$ cat src/rtl/mshr_pkg.sv
package mshr_pkg;
  typedef enum logic [1:0] {
    SZ_BYTE  = 2'd0,
    SZ_HALF  = 2'd1,
    SZ_WORD  = 2'd2,
    SZ_WORD2 = 2'd3
  } fmt_size_e;
endpackage

$ cat src/rtl/mshr_slot_file.sv
module mshr_slot_file
  import mshr_pkg::*;
#(
  parameter int WORDS  = 8,
  parameter int DEST_W = 5,
  parameter int OFF_W  = 2,
  localparam int IDX_W = $clog2(WORDS)
) (
  input  logic                    clk,
  input  logic                    rst,
  input  logic                    clear,
  input  logic                    wr_en,
  input  logic [IDX_W-1:0]        wr_idx,
  input  logic [DEST_W-1:0]       wr_dest,
  input  fmt_size_e               wr_size,
  input  logic [OFF_W-1:0]        wr_off,
  input  logic                    wr_signed,
  output logic [WORDS-1:0]        occ,
  output logic [WORDS*DEST_W-1:0] dest_flat,
  output logic [WORDS*2-1:0]      size_flat,
  output logic [WORDS*OFF_W-1:0]  off_flat,
  output logic [WORDS-1:0]        sgn
);
  for (genvar i = 0; i < WORDS; i++) begin : g_slot
    always_ff @(posedge clk) begin
      if (rst || clear) begin
        occ[i] <= 1'b0;
      end else if (wr_en && wr_idx == IDX_W'(i)) begin
        occ[i] <= 1'b1;
      end
    end
    always_ff @(posedge clk) begin
      if (wr_en && wr_idx == IDX_W'(i)) begin
        dest_flat[i*DEST_W +: DEST_W] <= wr_dest;
        size_flat[i*2 +: 2]           <= wr_size;
        off_flat[i*OFF_W +: OFF_W]    <= wr_off;
        sgn[i]                        <= wr_signed;
      end
    end
  end

  // an accepted load marks its own slot
  a_r1_slot_set: assert property (@(posedge clk) disable iff (rst)
    (wr_en && !clear) |=> occ[$past(wr_idx)]);
endmodule

$ cat src/rtl/mshr_write_merge.sv
module mshr_write_merge #(
  parameter int WORDS  = 8,
  parameter int WORD_W = 32,
  localparam int IDX_W = $clog2(WORDS),
  localparam int LINE_W = WORDS * WORD_W
) (
  input  logic              clk,
  input  logic              rst,
  input  logic              clear,
  input  logic              wr_en,
  input  logic [IDX_W-1:0]  wr_idx,
  input  logic [WORD_W-1:0] wr_data,
  input  logic [LINE_W-1:0] fill_line,
  output logic [WORDS-1:0]  mask,
  output logic [LINE_W-1:0] merged
);
  logic [WORD_W-1:0] wbuf [WORDS];

  always_ff @(posedge clk) begin
    if (wr_en) wbuf[wr_idx] <= wr_data;
  end

  always_ff @(posedge clk) begin
    if (rst || clear) begin
      mask <= '0;
    end else if (wr_en) begin
      mask[wr_idx] <= 1'b1;
    end
  end

  for (genvar i = 0; i < WORDS; i++) begin : g_merge
    assign merged[i*WORD_W +: WORD_W] = mask[i] ? wbuf[i] : fill_line[i*WORD_W +: WORD_W];
  end

  // an accepted store marks its word in the mask
  a_r3_mask_set: assert property (@(posedge clk) disable iff (rst)
    (wr_en && !clear) |=> mask[$past(wr_idx)]);
endmodule

$ cat src/rtl/mshr_word_format.sv
module mshr_word_format
  import mshr_pkg::*;
#(
  parameter int WORD_W = 32,
  parameter int OFF_W  = 2
) (
  input  logic [WORD_W-1:0] word,
  input  fmt_size_e         size,
  input  logic [OFF_W-1:0]  off,
  input  logic              sgn,
  output logic [WORD_W-1:0] result
);
  logic [WORD_W-1:0] shifted;

  always_comb begin
    shifted = word >> {off, 3'b000};
    unique case (size)
      SZ_BYTE: result = {{(WORD_W-8){sgn & shifted[7]}}, shifted[7:0]};
      SZ_HALF: result = {{(WORD_W-16){sgn & shifted[15]}}, shifted[15:0]};
      default: result = shifted;
    endcase
  end
endmodule

$ cat src/rtl/word_slot_mshr.sv
module word_slot_mshr
  import mshr_pkg::*;
#(
  parameter int WORDS  = 8,
  parameter int WORD_W = 32,
  parameter int DEST_W = 5,
  localparam int IDX_W  = $clog2(WORDS),
  localparam int OFF_W  = $clog2(WORD_W / 8),
  localparam int LINE_W = WORDS * WORD_W
) (
  input  logic                    clk,
  input  logic                    rst,
  input  logic                    miss_valid,
  input  logic                    miss_is_write,
  input  logic [IDX_W-1:0]        miss_word,
  input  logic [DEST_W-1:0]       miss_dest,
  input  logic [1:0]              miss_size,
  input  logic [OFF_W-1:0]        miss_off,
  input  logic                    miss_signed,
  input  logic [WORD_W-1:0]       miss_wdata,
  output logic                    miss_ack,
  output logic                    miss_block,
  input  logic                    fill_valid,
  input  logic [LINE_W-1:0]       fill_line,
  output logic                    line_valid,
  output logic [LINE_W-1:0]       line_data,
  output logic [WORDS-1:0]        rd_valid,
  output logic [WORDS*DEST_W-1:0] rd_dest,
  output logic [LINE_W-1:0]       rd_data
);
  logic [WORDS-1:0]        occ;
  logic [WORDS-1:0]        mask;
  logic [WORDS*DEST_W-1:0] dest_flat;
  logic [WORDS*2-1:0]      size_flat;
  logic [WORDS*OFF_W-1:0]  off_flat;
  logic [WORDS-1:0]        sgn;
  logic [LINE_W-1:0]       merged;
  logic [LINE_W-1:0]       formatted;
  logic                    conflict;
  logic                    take;

  assign conflict = miss_is_write ? mask[miss_word] : occ[miss_word];
  assign take     = miss_valid && !fill_valid && !conflict;

  mshr_slot_file #(.WORDS(WORDS), .DEST_W(DEST_W), .OFF_W(OFF_W)) u_slots (
    .clk       (clk),
    .rst       (rst),
    .clear     (fill_valid),
    .wr_en     (take && !miss_is_write),
    .wr_idx    (miss_word),
    .wr_dest   (miss_dest),
    .wr_size   (fmt_size_e'(miss_size)),
    .wr_off    (miss_off),
    .wr_signed (miss_signed),
    .occ       (occ),
    .dest_flat (dest_flat),
    .size_flat (size_flat),
    .off_flat  (off_flat),
    .sgn       (sgn)
  );

  mshr_write_merge #(.WORDS(WORDS), .WORD_W(WORD_W)) u_wbuf (
    .clk       (clk),
    .rst       (rst),
    .clear     (fill_valid),
    .wr_en     (take && miss_is_write),
    .wr_idx    (miss_word),
    .wr_data   (miss_wdata),
    .fill_line (fill_line),
    .mask      (mask),
    .merged    (merged)
  );

  for (genvar i = 0; i < WORDS; i++) begin : g_fmt
    mshr_word_format #(.WORD_W(WORD_W), .OFF_W(OFF_W)) u_fmt (
      .word   (merged[i*WORD_W +: WORD_W]),
      .size   (fmt_size_e'(size_flat[i*2 +: 2])),
      .off    (off_flat[i*OFF_W +: OFF_W]),
      .sgn    (sgn[i]),
      .result (formatted[i*WORD_W +: WORD_W])
    );
  end

  always_ff @(posedge clk) begin
    if (rst) begin
      miss_ack   <= 1'b0;
      miss_block <= 1'b0;
      line_valid <= 1'b0;
      rd_valid   <= '0;
      line_data  <= '0;
      rd_dest    <= '0;
      rd_data    <= '0;
    end else begin
      miss_ack   <= take;
      miss_block <= miss_valid && !take;
      line_valid <= fill_valid;
      rd_valid   <= fill_valid ? occ : '0;
      if (fill_valid) begin
        line_data <= merged;
        rd_dest   <= dest_flat;
        rd_data   <= formatted;
      end
    end
  end

  // load to an occupied slot is refused
  a_r2_read_conflict: assert property (@(posedge clk) disable iff (rst)
    (miss_valid && !miss_is_write && !fill_valid && occ[miss_word]) |=> miss_block);
  // store to a masked word is refused
  a_r3_write_conflict: assert property (@(posedge clk) disable iff (rst)
    (miss_valid && miss_is_write && !fill_valid && mask[miss_word]) |=> miss_block);
  // never both answers
  a_r4_one_answer: assert property (@(posedge clk) disable iff (rst)
    !(miss_ack && miss_block));
  // a miss during a fill is refused
  a_r4_fill_collision: assert property (@(posedge clk) disable iff (rst)
    (miss_valid && fill_valid) |=> miss_block);
  // line follows fill by one cycle
  a_r5_line_timing: assert property (@(posedge clk) disable iff (rst)
    fill_valid |=> line_valid);
  // fill empties the entry
  a_r7_cleared: assert property (@(posedge clk) disable iff (rst)
    fill_valid |=> (occ == '0 && mask == '0));
  // completions only with the line
  a_r9_rd_with_line: assert property (@(posedge clk) disable iff (rst)
    (rd_valid != '0) |-> line_valid);
endmodule

$ cat config.mk
export PLATFORM = sky130hd
export DESIGN_NAME = word_slot_mshr
export DESIGN_NICKNAME = d
export VERILOG_FILES = /design/src/rtl/mshr_pkg.sv /design/src/rtl/mshr_slot_file.sv /design/src/rtl/mshr_write_merge.sv /design/src/rtl/mshr_word_format.sv /design/src/rtl/word_slot_mshr.sv
export SDC_FILE = /design/constraint.sdc
export NUM_CORES = 2
export LEC_CHECK = 0
export BUFFER_PORTS_ARGS = -buffer_cell sky130_fd_sc_hd__buf_2
export CAP_MARGIN = 20
export CORE_AREA = 8 8 337 339
export CTS_CLUSTER_SIZE = 40
export DETAILED_ROUTE_END_ITERATION = 16
export DIE_AREA = 0 0 345 347
export PLACE_DENSITY = 0.59
export SLEW_MARGIN = 20
export SYNTH_ARGS = -nofsm -noshare
export SYNTH_HDL_FRONTEND = slang
export SYNTH_SLANG_ARGS = --single-unit
$ cat constraint.sdc
create_clock -name clk -period 5.6 [get_ports clk]
set_input_delay 1.12 -clock clk [delete_from_list [all_inputs] [get_ports clk]]
set_output_delay 1.12 -clock clk [all_outputs]
set_load 0.005 [all_outputs]
==> impl_metrics.json <==
{
  "yosysSeqAreaShare_pct": 55.66,
  "grt_overflow": 0,
  "seqPwrFrac_pct": 46.3,
  "combPwrFrac_pct": 9.2,
  "io_pins": 869,
  "min_period_ns": 3.097,
  "drt-total-wl_mm": 166.5,
  "powerDensity_mw_per_mm2": 328.4,
  "cp.required_ns": 6.23,
  "synth_ff_type": "dfxtp_1",
  "die_area_sq_mm": 0.1197,
  "synth.most_common_cell": "dfxtp_1",
  "syn_nets": 3322,
  "startpoint_type": "input port",
  "nets": 4078,
  "drtIter0Drc": 2853,
  "setup_viol_count_final": 0,
  "synth_top_area_share_pct": 29.76,
  "fin_skew_ns": 0.03393,
  "cts_hold_buf": 0,
  "synth_edf_count": 336,
  "dp_hpwl_mm": 118.6,
  "fill_cells": 10190,
  "cts_tree": "yes",
  "syn_inst": 3016,
  "cts.clk_slew.worst_paths_ns": 0.06,
  "grt_setup_unrepaired": "false",
  "cts-root-buf": "clkbuf_16",
  "grt_pass1_wl_mm": 230.7,
  "multi_input_area_sq_mm": 0.01605,
  "die_x_um": 345,
  "p_leak_nw": 19.12,
  "row_count": 121,
  "tritoncts.num_buffers": 102,
  "tightest_slew_ns": 1.257,
  "synth.distinct_cells": 57,
  "crit_fanout": 54,
  "pre_cts_ws_ns": 1.781,
  "synth_area_leaders": "dfxtp_1, edfxtp_1, mux4_2",
  "min-delay-start": "rd_data[231]",
  "r2r_cells": 5,
  "critPathKind": "input port to flip-flop",
  "vias": 30340,
  "dr.pass1.iters": 5,
  "worstSetupEndpointType": "flip-flop",
  "layout_setup_ws_ns": 2.503,
  "portBuffers": 868,
  "cts_buffer_depth": 3,
  "p_int_mw": 11.86,
  "cts_resized": 0,
  "ys_seq_elements": 915,
  "postSynthAreaPerCell_sq_um": 12.91,
  "status": "finished clean",
  "syn_to_final_growth_pct": 23.13,
  "worst_path_max_delay_cell": "inv_2",
  "hold_path_end": "rd_data[231]",
  "drive_above_1_share_pct": 37.42,
  "synth_area_sq_mm": 0.03895,
  "seq_area_sq_mm": 0.02171,
  "r2r_start": "u_wbuf.mask[7]",
  "timing.rr.end": "u_wbuf.mask[7]",
  "synth_top_cell_by_area": "dfxtp_1",
  "die_h_um": 347,
  "clock_sinks": 915,
  "cp_data_arrival_time_ns": 3.73,
  "initial_core_util_pct": 36.03,
  "switching_share_pct": 24.70,
  "rrSetupSlack_ns": 2.70,
  "wl_per_cell_um": 31.27,
  "vias_per_cell": 5.698,
  "yosysWarnings": 0,
  "antenna_left": 0,
  "maxCapViolations": 0,
  "grt_pass1_vias": 29490,
  "maxSlewViolCount": 0,
  "grt_max_degree": 188,
  "power.share.clock_pct": 44.4,
  "globalRouteTotalUtil_pct": 26.46,
  "clkLatencyLatePin_ns": 0.70,
  "hold_class": "flip-flop to flip-flop",
  "gp_congestion": 0.8572,
  "slowest_delay_ns": 0.63,
  "final.setup.tns_ns": 0,
  "hold_violations": 0,
  "htreeDepth": 3,
  "whs_path_depth": 2,
  "antenna_found_initial": 81,
  "power.net_switching_mw": 3.890,
  "path_cells": "buf_8, nand2b_4, inv_2, and3_1, nor2b_1, a221o_1",
  "post_cts_buffers": 0,
  "path_buf_inv": 2,
  "synth_common_cells": "dfxtp_1, nor2_1, edfxtp_1",
  "fin_crit_sh_pct": 55.31,
  "coreArea_sq_mm": 0.1081,
  "fmax_mhz": 322.8,
  "slew_headroom_pct": 16.20,
  "peakVddDrop_mv": 0.2836,
  "drc": 0,
  "async_flop_share_pct": 0,
  "cp_top_family": "simple AND/OR/NAND/NOR gates"
}
## layout make-up
type	instances	share of cell area, %
repair buffers	910	9.945
clock inverters	45	0.9914
clock buffers	149	6.290
diodes	49	0.2557
flip-flops and latches	915	45.27
multi-input cells	1832	33.47
well taps	1414	3.689
inverters	11	0.09131
## power groups by stage
stage | clock (mW) | combinational, mW | sequential (mW)
floorplan | 0 | 0.644 | 7.41
global placement | 0 | 1.44 | 7.43
detailed placement | 0 | 1.45 | 7.43
CTS | 7.13 | 1.46 | 7.29
global route | 7.39 | 1.55 | 7.32
finish | 7.00 | 1.45 | 7.30
## layout by cell type, fill, tap and decap left out, types with 16 or more instances in the layout
| master | instances |
|---|---|
| buf_2 | 866 |
| dfxtp_1 | 571 |
| nor2_1 | 515 |
| edfxtp_1 | 336 |
| mux2i_1 | 270 |
| a211oi_1 | 216 |
| mux4_2 | 188 |
| a221o_1 | 128 |
| clkbuf_16 | 108 |
| mux2_2 | 97 |
| nor3_1 | 90 |
| a211o_1 | 64 |
| diode_2 | 49 |
| a22oi_1 | 36 |
| buf_4 | 35 |
| and2_1 | 33 |
| nand2_1 | 31 |
| clkbuf_1 | 25 |
| clkinv_2 | 19 |
| o21ba_2 | 18 |
| clkbuf_8 | 16 |
## kinds of logic (layout without fill, tap and decap cells)
family,Yosys count,count (layout),share of synthesized area [%]
AOI/OAI and AO/OA,524,524,11.51
and+or+nand+nor,747,747,8.500
buffers and inverters,269,1115,3.386
other,0,49,0
muxes,561,561,20.94
DFF,915,915,55.66
## worst max path at each step
stage	from	to	slack (ns)	cells past startpoint
floorplan	miss_word[0]	u_wbuf.wbuf[4][0]	1.10	4
global placement	fill_valid	rd_data[58]	1.84	6
detailed placement	fill_valid	rd_data[62]	1.78	6
CTS	fill_valid	rd_data[62]	2.52	6
global route	fill_valid	rd_data[58]	2.38	6
finish	fill_valid	rd_data[62]	2.50	6
## sequential cells by signal, summed over array words and instances (netlist names), 16 cells and up
name,count
line_data,256
rd_data,256
rd_dest,40
u_slots.dest_flat,40
u_slots.off_flat,16
u_slots.size_flat,16
u_wbuf.wbuf,256
## metrics by stage
step	power, mW	std cells	hold WS, ns	cell area [sq um]	util [%]
final	15.75	5325	0.4618	47960	44.37
after global routing	16.25	5290	0.4877	47870	44.28
after CTS	15.88	5274	0.4642	47790	44.21
after detailed placement	8.888	5080	0.4486	44290	40.98
after global placement	8.875	5080	0.4400	44290	40.98
after floorplan	8.058	3016	0.4283	38950	-
## metal layers
layer  share of wire (%)  routed length (um)  track usage, %  vias up
met5                0.15                 251               0        -
met4                 2.9                4907           7.908       38
met3                  11               17490           8.967      271
met2                  47               79060           43.45     1606
met1                  39               64800           33.02    15220
li1                    -                   -               -    13200
## worst min-delay path, stage by stage, from the launching register on
cell and delay (ns):
dfxtp_1 0.30, nand2_1 0.06, a21oi_1 0.05
No activity file was read; power rests on OpenSTA's default activity.
